--- config.mk ---
export PLATFORM = sky130hd
export DESIGN_NAME = tx_safety_supervisor
export DESIGN_NICKNAME = d
export VERILOG_FILES = /design/src/rtl/tss_pkg.sv /design/src/rtl/tss_sync.sv /design/src/rtl/tss_qualify.sv /design/src/rtl/tss_ctrl.sv /design/src/rtl/tx_safety_supervisor.sv
export SDC_FILE = /design/constraint.sdc
export NUM_CORES = 1
export LEC_CHECK = 0
export ABC_AREA = 1
export BUFFER_PORTS_ARGS = -buffer_cell sky130_fd_sc_hd__buf_4
export CAP_MARGIN = 30
export CORE_ASPECT_RATIO = 0.6
export CORE_UTILIZATION = 60
export CTS_BUF_LIST = sky130_fd_sc_hd__clkbuf_8 sky130_fd_sc_hd__clkbuf_16
export DETAILED_ROUTE_END_ITERATION = 10
export HOLD_SLACK_MARGIN = 0.05
export PLACE_DENSITY = 0.78
export SYNTH_ARGS = -nofsm -noshare
export SYNTH_HDL_FRONTEND = slang
export SYNTH_SLANG_ARGS = --single-unit
--- constraint.sdc ---
create_clock -name clk -period 2.3 [get_ports clk]
set_input_delay 0.23 -clock clk [delete_from_list [all_inputs] [get_ports clk]]
set_output_delay 0.23 -clock clk [all_outputs]
set_load 0.02 [all_outputs]
--- src/rtl/tss_pkg.sv ---
package tss_pkg;
    typedef enum logic [1:0] {
        ST_INIT  = 2'd0,
        ST_RUN   = 2'd1,
        ST_FAULT = 2'd2,
        ST_OFF   = 2'd3
    } tss_state_e;

    localparam int unsigned SRC_BIAS_HI = 0;
    localparam int unsigned SRC_PD_HI   = 1;
    localparam int unsigned SRC_PD_LO   = 2;
    localparam int unsigned SRC_BIAS_UV = 3;
    localparam int unsigned SRC_EXT_REF = 4;
endpackage

--- src/rtl/tss_sync.sv ---
module tss_sync #(
    parameter int unsigned       WIDTH   = 8,
    parameter logic [WIDTH-1:0]  RST_VAL = '0
) (
    input  logic             clk,
    input  logic             rst_n,
    input  logic [WIDTH-1:0] async_i,
    output logic [WIDTH-1:0] sync_o
);
    for (genvar b = 0; b < WIDTH; b++) begin : g_bit
        logic meta_q;
        logic stab_q;
        always_ff @(posedge clk or negedge rst_n) begin
            if (!rst_n) begin
                meta_q <= RST_VAL[b];
                stab_q <= RST_VAL[b];
            end else begin
                meta_q <= async_i[b];
                stab_q <= meta_q;
            end
        end
        assign sync_o[b] = stab_q;
    end
endmodule

--- src/rtl/tss_qualify.sv ---
module tss_qualify #(
    parameter int unsigned NUM_SRC = 5,
    parameter int unsigned MODE_SRC = 4
) (
    input  logic [NUM_SRC-1:0] flags_i,
    input  logic               vset_mode_i,
    output logic [NUM_SRC-1:0] qual_o
);
    for (genvar s = 0; s < NUM_SRC; s++) begin : g_src
        if (s == MODE_SRC) begin : g_moded
            assign qual_o[s] = flags_i[s] & vset_mode_i;
        end else begin : g_plain
            assign qual_o[s] = flags_i[s];
        end
    end
endmodule

--- src/rtl/tss_ctrl.sv ---
module tss_ctrl
    import tss_pkg::*;
#(
    parameter int unsigned NUM_SRC     = 5,
    parameter int unsigned INIT_CYCLES = 3125000,
    parameter int unsigned HOLD_CYCLES = 125
) (
    input  logic               clk,
    input  logic               rst_n,
    input  logic               dis_i,
    input  logic               report_only_i,
    input  logic [NUM_SRC-1:0] qual_i,
    output logic               fault_o,
    output logic               bias_en_o,
    output logic               mod_en_o,
    output logic [NUM_SRC-1:0] src_o,
    output logic               in_init_o
);
    localparam int unsigned MAXC = (INIT_CYCLES > HOLD_CYCLES) ? INIT_CYCLES : HOLD_CYCLES;
    localparam int unsigned CW   = $clog2(MAXC + 1);
    localparam logic [CW-1:0] INIT_LAST = CW'(INIT_CYCLES - 1);
    localparam logic [CW-1:0] HOLD_MIN  = CW'(HOLD_CYCLES);

    typedef struct packed {
        tss_state_e         st;
        logic [CW-1:0]      cnt;
        logic               fault;
        logic               bias_en;
        logic               mod_en;
        logic [NUM_SRC-1:0] src;
    } ctrl_t;

    ctrl_t r_d, r_q;
    logic  any_fault;
    logic  run_on;

    assign any_fault = |qual_i;

    always_comb begin
        r_d = r_q;
        unique case (r_q.st)
            ST_INIT: begin
                if (dis_i) begin
                    r_d.st  = ST_OFF;
                    r_d.cnt = '0;
                end else if (r_q.cnt == INIT_LAST) begin
                    r_d.cnt = '0;
                    if (any_fault) begin
                        r_d.st  = ST_FAULT;
                        r_d.src = qual_i;
                    end else begin
                        r_d.st = ST_RUN;
                    end
                end else begin
                    r_d.cnt = r_q.cnt + 1'b1;
                end
            end
            ST_RUN: begin
                if (dis_i) begin
                    r_d.st = ST_OFF;
                end else if (any_fault) begin
                    r_d.st  = ST_FAULT;
                    r_d.src = qual_i;
                    r_d.cnt = '0;
                end
            end
            ST_OFF: begin
                if (!dis_i) begin
                    r_d.st  = ST_INIT;
                    r_d.cnt = '0;
                end
            end
            ST_FAULT: begin
                if (dis_i) begin
                    if (r_q.cnt < HOLD_MIN) begin
                        r_d.cnt = r_q.cnt + 1'b1;
                    end
                end else if (r_q.cnt >= HOLD_MIN) begin
                    r_d.st  = ST_INIT;
                    r_d.cnt = '0;
                    r_d.src = '0;
                end else begin
                    r_d.cnt = '0;
                end
            end
            default: begin
                r_d.st  = ST_INIT;
                r_d.cnt = '0;
            end
        endcase

        run_on = (r_d.st == ST_RUN) ||
                 ((r_d.st == ST_FAULT) && report_only_i && !dis_i);
        r_d.fault   = (r_d.st == ST_FAULT);
        r_d.bias_en = run_on;
        r_d.mod_en  = run_on;
    end

    always_ff @(posedge clk or negedge rst_n) begin
        if (!rst_n) begin
            r_q <= '{st: ST_INIT, cnt: '0, fault: 1'b0, bias_en: 1'b0,
                     mod_en: 1'b0, src: '0};
        end else begin
            r_q <= r_d;
        end
    end

    assign fault_o   = r_q.fault;
    assign bias_en_o = r_q.bias_en;
    assign mod_en_o  = r_q.mod_en;
    assign src_o     = r_q.src;
    assign in_init_o = (r_q.st == ST_INIT);
endmodule

--- src/rtl/tx_safety_supervisor.sv ---
module tx_safety_supervisor
    import tss_pkg::*;
#(
    parameter int unsigned NUM_SRC     = 5,
    parameter int unsigned INIT_CYCLES = 3125000,
    parameter int unsigned HOLD_CYCLES = 125
) (
    input  logic               clk,
    input  logic               rst_n,
    input  logic               tx_disable_i,
    input  logic [NUM_SRC-1:0] fault_flags_i,
    input  logic               vset_mode_i,
    input  logic               report_only_i,
    output logic               fault_o,
    output logic               bias_en_o,
    output logic               mod_en_o,
    output logic [NUM_SRC-1:0] fault_src_o
);
    localparam int unsigned SW = NUM_SRC + 3;
    localparam logic [SW-1:0] SYNC_RST = SW'(1) << NUM_SRC;

    logic [SW-1:0]      raw_vec;
    logic [SW-1:0]      syn_vec;
    logic [NUM_SRC-1:0] flags_s;
    logic [NUM_SRC-1:0] qual;
    logic               dis_s;
    logic               vm_s;
    logic               ro_s;
    logic               in_init;

    assign raw_vec = {report_only_i, vset_mode_i, tx_disable_i, fault_flags_i};
    assign flags_s = syn_vec[NUM_SRC-1:0];
    assign dis_s   = syn_vec[NUM_SRC];
    assign vm_s    = syn_vec[NUM_SRC+1];
    assign ro_s    = syn_vec[NUM_SRC+2];

    tss_sync #(.WIDTH(SW), .RST_VAL(SYNC_RST)) u_sync (
        .clk     (clk),
        .rst_n   (rst_n),
        .async_i (raw_vec),
        .sync_o  (syn_vec)
    );

    tss_qualify #(.NUM_SRC(NUM_SRC), .MODE_SRC(SRC_EXT_REF)) u_qual (
        .flags_i     (flags_s),
        .vset_mode_i (vm_s),
        .qual_o      (qual)
    );

    tss_ctrl #(
        .NUM_SRC     (NUM_SRC),
        .INIT_CYCLES (INIT_CYCLES),
        .HOLD_CYCLES (HOLD_CYCLES)
    ) u_ctrl (
        .clk           (clk),
        .rst_n         (rst_n),
        .dis_i         (dis_s),
        .report_only_i (ro_s),
        .qual_i        (qual),
        .fault_o       (fault_o),
        .bias_en_o     (bias_en_o),
        .mod_en_o      (mod_en_o),
        .src_o         (fault_src_o),
        .in_init_o     (in_init)
    );
endmodule

==> results by group <==
Timing
  • Final hold violation count: 0
  • Slew Viols, Final: 0
  • Slew headroom: 0.616
  • Skew final: 3.78 ps
  • Setup TNS: 0 ps
  • Minimum clock period: 2030 ps
  • Final period utilization: 0.883
  • Slew @ Worst Pin: 576 ps
  • RSZ-0062 raised after global routing: false
  • Achievable Freq: 0.492 GHz
  • Setup violators final: 0
  • Setup WS post-layout: 268 ps

Synthesis
  • YS warnings: 0
  • Async S/R FF share, synth: 1.00
  • Mapped Cells: 363
  • Net Count, Synth: 376
  • Post-synth EDFFs: 0
  • Mapped Area: 0.00275 sq mm
  • Post-synth cell types: 30
  • Register area share after synthesis: 0.429
  • Synthesized area per cell: 7.58 sq um
  • Primary FF master, synth: dfrtp_1
  • #FFs+latches synth: 47

Clock tree
  • Post-CTS Repair Setup Buffers: 0
  • CTS sink count: 47
  • Bufs on Longest Clock Path: 2
  • Root buffer cell: clkbuf_8
  • Worst skew pair latency: 310 ps
  • H-tree Lvls: 2
  • CTS tree: done
  • Clock slew at reported path FFs: 90 ps
  • Total CTS buffers: 5
  • Post-CTS sizing: 0

Die
  • Num rows: 18
  • IO Pins: 18
  • Initial Utilization: 0.646
  • Core Region: 0.00426 sq mm
  • Die X: 89.4 um
  • Die area: 0.00487 sq mm
  • Chip Height: 54.4 um

Finish
  • Finished Core Util: 0.728
  • Non-filler cells, final: 446
  • Post-layout net count: 398
  • Area Overhead vs Synth: 12.6%
  • # diodes: 0
  • Commonest non-fill, non-tap cell in the layout: nand2_1
  • Fraction of layout cells with a size suffix above 1: 0.161
  • Most frequent cells in the layout: 90 x nand2_1, 45 x nor2_1, 45 x dfrtp_1

Critical path
  • End of the critical path: u_ctrl.src_o[0]
  • Critical-path cell list: ha_1 > nand3_1 > nor2_1 > nand3_2 > nand2_1 > nand2_2 > a21oi_4 > nand2_2 > nand2_1 > nand2_1
  • Slowest stage cell, crit path: dfrtp_1
  • R2r endpoint: u_ctrl.src_o[0]
  • CP max FO: 7
  • Worst Setup End Kind: flip-flop
  • Critical Path AT: 2240 ps
  • Most frequent cell on the critical path: nand2_1
  • CP Launch Type: flip-flop
  • Cells on worst reg2reg path: 10
  • Flop2flop setup slack: 270 ps
  • Max stage delay on crit path: 470 ps
  • WS Path Type: reg -> reg
  • Crit Reg-Reg Startpoint: u_ctrl.r_q[8]
  • Data required, critical path: 2510 ps
  • Critical path origin: u_ctrl.r_q[8]

Detailed routing
  • Starting DRT DRC Count: 312
  • Antenna Nets Post-Route: 0
  • DRC: 0
  • Routed Wire Length: 7020 um
  • Per-cell routed wire length: 15.7 um
  • Vias/cell: 5.62
  • Vias: 2505
  • Detailed Routing Iterations Pass 1: 5

Global route
  • GRT Overall Usage: 0.320
  • Largest net degree at the start of global routing: 48
  • Global-route track usage on met1: 0.485
  • Grt peak-use layer: met1
  • Vias in the first global route: 2123
  • Initial antenna violation count: 0
  • First-pass GRT wire length: 10900 um
  • Global route overflow: 0
  • Met2 GRT Util: 0.431
  • M3 GR Usage: 0.118

Power
  • P_leak: 1.49 nW
  • PwrDens: 713 mW/mm^2
  • VDD IR max: 0.499 mV

Placement
  • Post-DP HPWL: 4950 um
  • Placer's final routability congestion estimate: 0.990
  • Post-Place Cells: 429
  • Worst slack, placed: 342 ps
  • Number of buffers added on ports: 17

Job
  • # Max-Cap Violations: 0

Outcome
  • Outcome: finished, final reports clean

Min path
  • Hold Path Class: reg -> reg
[Yosys cell counts (5+ instances only)]
cell | number | area (sq um)
nor2_2 | 7 | 43.8
clkbuf_1 | 5 | 18.8
nand4_1 | 18 | 113
buf_4 | 7 | 52.6
inv_1 | 37 | 139
o22ai_1 | 5 | 31.3
nand2_2 | 6 | 37.5
xor2_1 | 15 | 131
nor3_1 | 5 | 25.0
inv_2 | 7 | 26.3
dfrtp_1 | 45 | 1130
nor2_1 | 45 | 169
nand3_1 | 30 | 150
o21ai_1 | 12 | 60.1
nand2_1 | 90 | 338
[stage by stage]
stage	instance area [sq um]	power, mW	hold slack, ps
2_1_floorplan	2750	1.39	-65.6
3_3_place_gp	2890	1.55	272
3_5_place_dp	2890	1.57	272
4_1_cts	3100	2.21	360
5_1_grt	3100	2.33	362
6_report	3100	2.21	358
[where the power goes]
| group | internal, mW | switching (mW) |
|---|---|---|
| sequential | 0.906 | 0.0790 |
| combinational | 0.194 | 0.402 |
| clock | 0.328 | 0.301 |
| total | 1.43 | 0.781 |
[flip-flops by register name (all words and copies together), names as in the netlist]
register	cells
u_ctrl.bias_en_o	1
u_ctrl.fault_o	1
u_ctrl.r_q	24
u_ctrl.src_o	5
u_sync.g_bit.meta_q	8
u_sync.g_bit.stab_q	8
[cells by family (layout without fill, tap and decap cells)]
| kind of cell | count (synthesis) | count (layout) | synth area share |
|---|---|---|---|
| buffers and inverters | 61 | 84 | 0.0969 |
| AND/OR/NAND/NOR | 211 | 211 | 0.353 |
| AO/OA/AOI/OAI | 26 | 26 | 0.0596 |
| adder cells (fa/ha/maj) | 3 | 3 | 0.0137 |
| flip-flops | 47 | 47 | 0.429 |
| XOR/XNOR | 15 | 15 | 0.0478 |
[layer usage]
layer / up-vias / wire (um)
met2: 144 / 2820
met1: 1157 / 3270
li1: 1196 / -
met3: 8 / 859
met4: 0 / 64
met5: - / 0
[critical path: cells and delay by family (launching register included)]
family,cells,cell delay [ps]
flip-flops,1,470
AND/OR/NAND/NOR,8,900
AO/OA/AOI/OAI,1,190
adder cells (fa/ha/maj),1,370
[repair_timing]
item,CTS,global route
endpoints found under the setup margin,0,0
hold buffers,9,0
hold endpoints to repair,53,0
[final cells by class]
| class | instances | area, sq um |
|---|---|---|
| Clock buffer | 5 | 68.8 |
| Clock inverter | 3 | 46.3 |
| Fill cell | 306 | 1160 |
| Inverter | 45 | 169 |
| Multi-Input combinational cell | 255 | 1310 |
| Sequential cell | 47 | 1180 |
| Tap cell | 60 | 75.1 |
| Timing Repair Buffer | 31 | 255 |
[how the worst min path moves through the flow]
| stage | start | end | slack [ps] | cells past startpoint |
|---|---|---|---|---|
| global placement | rst_n | u_ctrl.r_q[21] | 270 | 1 |
| detailed placement | rst_n | u_ctrl.r_q[21] | 270 | 1 |
| global route | u_sync.g_bit[0].meta_q | u_sync.g_bit[0].stab_q | 360 | 0 |
| finish | u_sync.g_bit[7].meta_q | u_sync.g_bit[7].stab_q | 360 | 0 |
| floorplan | rst_n | u_ctrl.bias_en_o | -70 | 0 |
| CTS | u_sync.g_bit[0].meta_q | u_sync.g_bit[0].stab_q | 360 | 0 |
No activity file was read; power rests on OpenSTA's default activity.
